`config.mk`:
```
export PLATFORM = sky130hd
export DESIGN_NAME = nand_strobe_bridge
export DESIGN_NICKNAME = d
export VERILOG_FILES = /design/src/rtl/nsb_pkg.sv /design/src/rtl/nsb_decode.sv /design/src/rtl/nsb_ctrl_reg.sv /design/src/rtl/nsb_strobe_seq.sv /design/src/rtl/nand_strobe_bridge.sv
export SDC_FILE = /design/constraint.sdc
export NUM_CORES = 1
export LEC_CHECK = 0
export CORE_UTILIZATION = 43
export CTS_BUF_LIST = sky130_fd_sc_hd__clkbuf_4 sky130_fd_sc_hd__clkbuf_8
export DETAILED_ROUTE_END_ITERATION = 12
export PLACE_DENSITY_LB_ADDON = 0.2
export SLEW_MARGIN = 20
export SYNTH_ARGS = -nofsm -noshare
export SYNTH_HDL_FRONTEND = slang
export SYNTH_SLANG_ARGS = --single-unit
```
`constraint.sdc`:
```
create_clock -name clk -period 6.3 [get_ports clk]
set_clock_uncertainty 0.1 [all_clocks]
set_input_delay 1.89 -clock clk [delete_from_list [all_inputs] [get_ports clk]]
set_output_delay 1.89 -clock clk [all_outputs]
set_load 0.02 [all_outputs]
```
`src/rtl/nsb_pkg.sv`:
```
package nsb_pkg;
  typedef enum logic [1:0] {
    CYC_DATA = 2'd0,
    CYC_CMD  = 2'd1,
    CYC_ADDR = 2'd2
  } cyc_kind_e;

  typedef enum logic [1:0] {
    PH_IDLE   = 2'd0,
    PH_SETUP  = 2'd1,
    PH_STROBE = 2'd2,
    PH_HOLD   = 2'd3
  } phase_e;
endpackage

```
`src/rtl/nsb_decode.sv`:
```
module nsb_decode
  import nsb_pkg::*;
#(
  parameter int ADDR_W   = 17,
  parameter int CMD_BIT  = 15,
  parameter int ALAT_BIT = 16
) (
  input  logic [ADDR_W-1:0] addr,
  output cyc_kind_e         kind
);
  // Address bit has priority, so the two latch enables can never both be chosen.
  always_comb begin
    if (addr[ALAT_BIT])      kind = CYC_ADDR;
    else if (addr[CMD_BIT])  kind = CYC_CMD;
    else                     kind = CYC_DATA;
  end
endmodule

```
`src/rtl/nsb_ctrl_reg.sv`:
```
module nsb_ctrl_reg #(
  parameter int              NCHIP    = 4,
  parameter int              ADDR_W   = 17,
  parameter int              DATA_W   = 32,
  parameter logic [ADDR_W-1:0] CTRL_OFF = 'h50
) (
  input  logic                clk,
  input  logic                rst,
  input  logic                acc,
  input  logic                we,
  input  logic [ADDR_W-1:0]   addr,
  input  logic [DATA_W-1:0]   wdata,
  output logic                hit,
  output logic [2*NCHIP-1:0]  ctrl_q,
  output logic [NCHIP-1:0]    ce_n
);
  localparam int CTRL_W = 2 * NCHIP;

  logic wr_hit;

  assign hit    = (addr == CTRL_OFF);
  assign wr_hit = acc && we && hit;

  always_ff @(posedge clk) begin
    if (rst) begin
      ctrl_q <= '0;
    end else if (wr_hit) begin
      ctrl_q <= wdata[CTRL_W-1:0];
    end
  end

  // Each select is loaded from the incoming word at the same edge as the
  // control word, so an unchanged pair reloads the same value.
  for (genvar gi = 0; gi < NCHIP; gi++) begin : g_chip
    logic sel_n_q;
    always_ff @(posedge clk) begin
      if (rst) begin
        sel_n_q <= 1'b1;
      end else if (wr_hit) begin
        sel_n_q <= ~(wdata[2*gi] & wdata[2*gi+1]);
      end
    end
    assign ce_n[gi] = sel_n_q;
  end
endmodule

```
`src/rtl/nsb_strobe_seq.sv`:
```
module nsb_strobe_seq
  import nsb_pkg::*;
#(
  parameter int STROBE_CYCLES = 3
) (
  input  logic       clk,
  input  logic       rst,
  input  logic       start,
  input  logic       is_write,
  input  cyc_kind_e  kind,
  input  logic [7:0] wbyte,
  output logic       idle,
  output logic       last_strobe,
  output logic       done,
  output logic       cle,
  output logic       ale,
  output logic       we_n,
  output logic       re_n,
  output logic       dq_oe,
  output logic [7:0] dq_out
);
  localparam int CNT_W = (STROBE_CYCLES < 2) ? 1 : $clog2(STROBE_CYCLES);
  localparam logic [CNT_W-1:0] CNT_LAST = CNT_W'(STROBE_CYCLES - 1);

  phase_e           phase;
  logic [CNT_W-1:0] cnt;
  logic             wr_q;

  assign idle        = (phase == PH_IDLE);
  assign last_strobe = (phase == PH_STROBE) && (cnt == CNT_LAST);

  always_ff @(posedge clk) begin
    if (rst) begin
      phase  <= PH_IDLE;
      cnt    <= '0;
      wr_q   <= 1'b0;
      done   <= 1'b0;
      cle    <= 1'b0;
      ale    <= 1'b0;
      we_n   <= 1'b1;
      re_n   <= 1'b1;
      dq_oe  <= 1'b0;
      dq_out <= '0;
    end else begin
      case (phase)
        PH_IDLE: begin
          done <= 1'b0;
          if (start) begin
            phase  <= PH_SETUP;
            cle    <= (kind == CYC_CMD);
            ale    <= (kind == CYC_ADDR);
            wr_q   <= is_write;
            dq_oe  <= is_write;
            dq_out <= is_write ? wbyte : 8'h00;
          end
        end
        PH_SETUP: begin
          phase <= PH_STROBE;
          cnt   <= '0;
          we_n  <= ~wr_q;
          re_n  <= wr_q;
        end
        PH_STROBE: begin
          if (cnt == CNT_LAST) begin
            phase <= PH_HOLD;
            we_n  <= 1'b1;
            re_n  <= 1'b1;
            done  <= 1'b1;
          end else begin
            cnt <= cnt + 1'b1;
          end
        end
        default: begin
          phase <= PH_IDLE;
          done  <= 1'b0;
          cle   <= 1'b0;
          ale   <= 1'b0;
          dq_oe <= 1'b0;
        end
      endcase
    end
  end
endmodule

```
`src/rtl/nand_strobe_bridge.sv`:
```
module nand_strobe_bridge
  import nsb_pkg::*;
#(
  parameter int NCHIP         = 4,
  parameter int ADDR_W        = 17,
  parameter int DATA_W        = 32,
  parameter int STROBE_CYCLES = 3,
  parameter int CMD_BIT       = 15,
  parameter int ALAT_BIT      = 16,
  parameter logic [ADDR_W-1:0] CTRL_OFF = 'h50
) (
  input  logic              clk,
  input  logic              rst,
  input  logic              bus_req,
  input  logic              bus_win,
  input  logic              bus_we,
  input  logic [ADDR_W-1:0] bus_addr,
  input  logic [DATA_W-1:0] bus_wdata,
  output logic [DATA_W-1:0] bus_rdata,
  output logic              bus_ready,
  input  logic [7:0]        nand_dq_in,
  output logic [7:0]        nand_dq_out,
  output logic              nand_dq_oe,
  output logic              nand_cle,
  output logic              nand_ale,
  output logic              nand_we_n,
  output logic              nand_re_n,
  output logic [NCHIP-1:0]  nand_ce_n
);
  localparam int CTRL_W = 2 * NCHIP;

  cyc_kind_e          kind;
  logic               seq_idle;
  logic               seq_last;
  logic               seq_done;
  logic               win_go;
  logic               reg_go;
  logic               reg_ack_q;
  logic               ctrl_hit;
  logic [CTRL_W-1:0]  ctrl_q;
  logic [DATA_W-1:0]  rdata_q;

  assign win_go = bus_req && bus_win && seq_idle && !seq_done;
  assign reg_go = bus_req && !bus_win && !reg_ack_q;

  nsb_decode #(
    .ADDR_W   (ADDR_W),
    .CMD_BIT  (CMD_BIT),
    .ALAT_BIT (ALAT_BIT)
  ) u_decode (
    .addr (bus_addr),
    .kind (kind)
  );

  nsb_ctrl_reg #(
    .NCHIP    (NCHIP),
    .ADDR_W   (ADDR_W),
    .DATA_W   (DATA_W),
    .CTRL_OFF (CTRL_OFF)
  ) u_ctrl (
    .clk    (clk),
    .rst    (rst),
    .acc    (reg_go),
    .we     (bus_we),
    .addr   (bus_addr),
    .wdata  (bus_wdata),
    .hit    (ctrl_hit),
    .ctrl_q (ctrl_q),
    .ce_n   (nand_ce_n)
  );

  nsb_strobe_seq #(
    .STROBE_CYCLES (STROBE_CYCLES)
  ) u_seq (
    .clk         (clk),
    .rst         (rst),
    .start       (win_go),
    .is_write    (bus_we),
    .kind        (kind),
    .wbyte       (bus_wdata[7:0]),
    .idle        (seq_idle),
    .last_strobe (seq_last),
    .done        (seq_done),
    .cle         (nand_cle),
    .ale         (nand_ale),
    .we_n        (nand_we_n),
    .re_n        (nand_re_n),
    .dq_oe       (nand_dq_oe),
    .dq_out      (nand_dq_out)
  );

  always_ff @(posedge clk) begin
    if (rst) begin
      reg_ack_q <= 1'b0;
      rdata_q   <= '0;
    end else begin
      reg_ack_q <= reg_go;
      if (reg_go) begin
        rdata_q <= (!bus_we && ctrl_hit) ? DATA_W'(ctrl_q) : '0;
      end else if (seq_last && nand_we_n) begin
        rdata_q <= DATA_W'(nand_dq_in);
      end
    end
  end

  assign bus_rdata = rdata_q;
  assign bus_ready = reg_ack_q | seq_done;
endmodule

```
==> flow_summary_export.csv <==
group,metric,value,unit
route,wl_per_cell,12.8,um
route,dr.first_iter.drc_count,71,
sta,tightest_slew,688,ps
synth,syn-instance-count,234,
floorplanning,std_cell_rows,24,
sta,fmax,255,MHz
floorplanning,core_area,4410,um^2
clocking,htreeDepth,2,
worst_setup_path,worstSetupStartpoint,"bus_addr[10]",
worst_setup_path,path_cells,"clkdlybuf4s50_1, or4b_4, or4b_4, nor2_4, a41oi_1",
worst_hold_path,hp-class,"reg2reg",
worst_setup_path,crit_type,"in2reg",
clocking,clock-root-buffer,"clkbuf_8",
clocking,cts_tree,"yes",
final_layout,diodes,0,
sta,period_minus_slack,3920,ps
placed_design,place_congestion,0.821,
synth,synth_area_leader_cell,"dfxtp_1",
grt,antenna_found_initial,0,
clocking,clk_pin_slew_worst_paths,80,ps
synth,synth_seq_cells,40,
clocking,clk_latency,290,ps
clocking,clk_path_buf_depth,2,
clocking,cts.sinks,40,
route,ant_nets,0,
worst_setup_path,reg2regPathDepth,6,
clocking,post_cts_resize_count,0,
worst_setup_path,slowest_delay,580,ps
floorplanning,die_w,70.4,um
power_and_ir_drop,peakVddDrop,0.133,mV
grt,grt_pass1_wl,7090,um
worst_setup_path,crit_path_end_kind,"flip-flop",
floorplanning,die_h,70.4,um
synth,synth.area.top_cells,"dfxtp_1 (40%), buf_4 (10%), mux2i_1 (8.0%), nand2_1 (5.2%), nor2_1 (4.3%)",
placed_design,portBuffers,63,
grt,track_usage,18.0,%
job,drv_cap,0,
synth,yosysWarnings,0,
worst_setup_path,cp_common_cell,"or4b_4",
final_layout,area_growth_syn_to_layout,30.0,%
route,route.vias.total,1700,
route,wl,4360,um
synth,yosysMostFrequentCell,"dfxtp_1",
run_status,status,"finished clean",
grt,grt_pass1_vias,1525,
synth,synth_area,2010,um^2
power_and_ir_drop,power_density,247,nW/um^2
worst_setup_path,r2r_slack,4270,ps
sta,finalSetupViolations,0,
worst_setup_path,critPathMaxFanout,12,
worst_setup_path,start_kind,"input port",
sta,min_period_over_period,62.2,%
clocking,cts_hold_repair.buffers,0,
synth,yosysTopAreaCellShare,39.8,%
floorplanning,start_util,45.6,%
worst_setup_path,endpoint,"u_ctrl.g_chip[2].sel_n_q",
route,drt_pre_antenna_iters,4,
synth,async_flop_share,0,%
final_layout,layout.nets,355,
final_layout,nFillCells,418,
route,drc,0,
worst_setup_path,r2r-end,"u_seq.dq_oe",
synth,yosysSeqAreaShare,39.8,%
sta,slew_headroom,53.9,%
sta,rsz0062_at_grt,"false",
grt,grt_max_degree,26,
floorplanning,dieArea,4960,um^2
clocking,cts_setup_buffers,0,
worst_setup_path,crit_required,6340,ps
sta,finalSetupTns,0,ps
final_layout,drive_above_1_share,4.86,%
floorplanning,io_pins,112,
synth,synth_flop_cell,"dfxtp_1",
placed_design,dp.cells,333,
worst_setup_path,slowest_stage,"or4b_4",
final_layout,layout.cells.non_filler,340,
clocking,cts-buffers-inserted,5,
worst_setup_path,cp.arrival,3960,ps
placed_design,hpwlAfterDp,3270,um
synth,syn_area_per_cell,8.60,um^2
grt,globalRoute.totalOverflow,0,
sta,drv_slew,0,
power_and_ir_drop,leakage,1.03,nW
synth,synth.distinct_cells,36,
worst_setup_path,rr_startpoint,"u_seq.phase[0]",
route,drt-vias-per-instance,5.00,
synth,synth_edf_count,0,
sta,hold_viol,0,
synth,synth_commonest_cells,"dfxtp_1 (40), buf_4 (28), nand2_1 (28), nor2_1 (23), a21oi_1 (17)",
power by group:
part           internal (mW)  switching, mW
registers              0.272         0.0127
clock network         0.0749         0.0857
logic                 0.0853          0.115
worst max-delay path, delay by kind of cell:
family          cells  cell delay [ps]
simple gates        3             1490
compound gates      1              170
buf+inv             1              410
worst min path at each step:
stage / start / endpoint / depth (start not counted)
after global placement: u_seq.dq_out[7] / u_seq.dq_out[7] / 2
final: u_seq.dq_out[6] / u_seq.dq_out[6] / 2
after detailed placement: u_seq.dq_out[6] / u_seq.dq_out[6] / 2
after global routing: u_ctrl.ctrl_q[1] / u_ctrl.ctrl_q[1] / 2
after floorplan: u_ctrl.ctrl_q[5] / u_ctrl.ctrl_q[5] / 2
after CTS: u_seq.dq_out[6] / u_seq.dq_out[6] / 2
cell families (layout without fill, tap and decap cells):
family | Yosys count | in the layout | share of synthesized area [%]
DFF | 40 | 40 | 39.8
buffers and inverters | 47 | 78 | 14.6
and+or+nand+nor | 81 | 81 | 20.0
muxes | 17 | 17 | 8.52
AOI/OAI and AO/OA | 43 | 43 | 13.8
other | 1 | 24 | 0.186
adders and majority gates | 5 | 5 | 3.11
per-layer routing:
layer | routed length, um | track usage, %
met2 | 2010 | 28.1
met3 | 300 | 4.04
met1 | 2010 | 23.2
met4 | 38 | 9.33
met5 | 0 | 0
stage by stage:
step | cell area, um^2 | utilization (%) | hold slack (ps) | setup WS [ps] | power (mW)
3_3_place_gp | 2530 | 57.4 | 337 | 2080 | 0.485
3_5_place_dp | 2530 | 57.4 | 342 | 2060 | 0.489
4_1_cts | 2620 | 59.3 | 352 | 2370 | 0.651
2_1_floorplan | 2100 | - | 335 | 2680 | 0.429
6_report | 2620 | 59.3 | 351 | 2380 | 0.646
5_1_grt | 2620 | 59.3 | 373 | 2310 | 0.686
layout make-up:
type,count,area (um^2),share of cell area [%]
inverter,7,26.3,1.00
timing repair buffer,64,638,24.4
clock buffer,5,68.8,2.63
tap,52,65.1,2.49
multi-input combinational,170,1000,38.4
clock inverter,2,12.5,0.478
sequential,40,801,30.6
placed cells by master (no fill, tap or decap), types with 3 or more instances in the layout:
cell type / n
clkdlybuf4s50_1: 63
dfxtp_1: 40
nand2_1: 28
conb_1: 24
nor2_1: 23
a21oi_1: 17
mux2i_1: 16
nand3_1: 9
a211oi_1: 8
inv_1: 7
ha_1: 5
clkbuf_8: 5
o21a_1: 4
a41oi_1: 4
nor3b_1: 3
nor4_1: 3
o21ai_0: 3
flip-flops by register name, indices dropped and copies added, names as in the netlist, 2 cells and up:
name,flops
u_ctrl.ctrl_q,8
u_seq.dq_out,8
bus_rdata,8
u_seq.phase,2
u_ctrl.g_chip.sel_n_q,4
u_seq.cnt,2
Power figures use the tool's default switching activity.
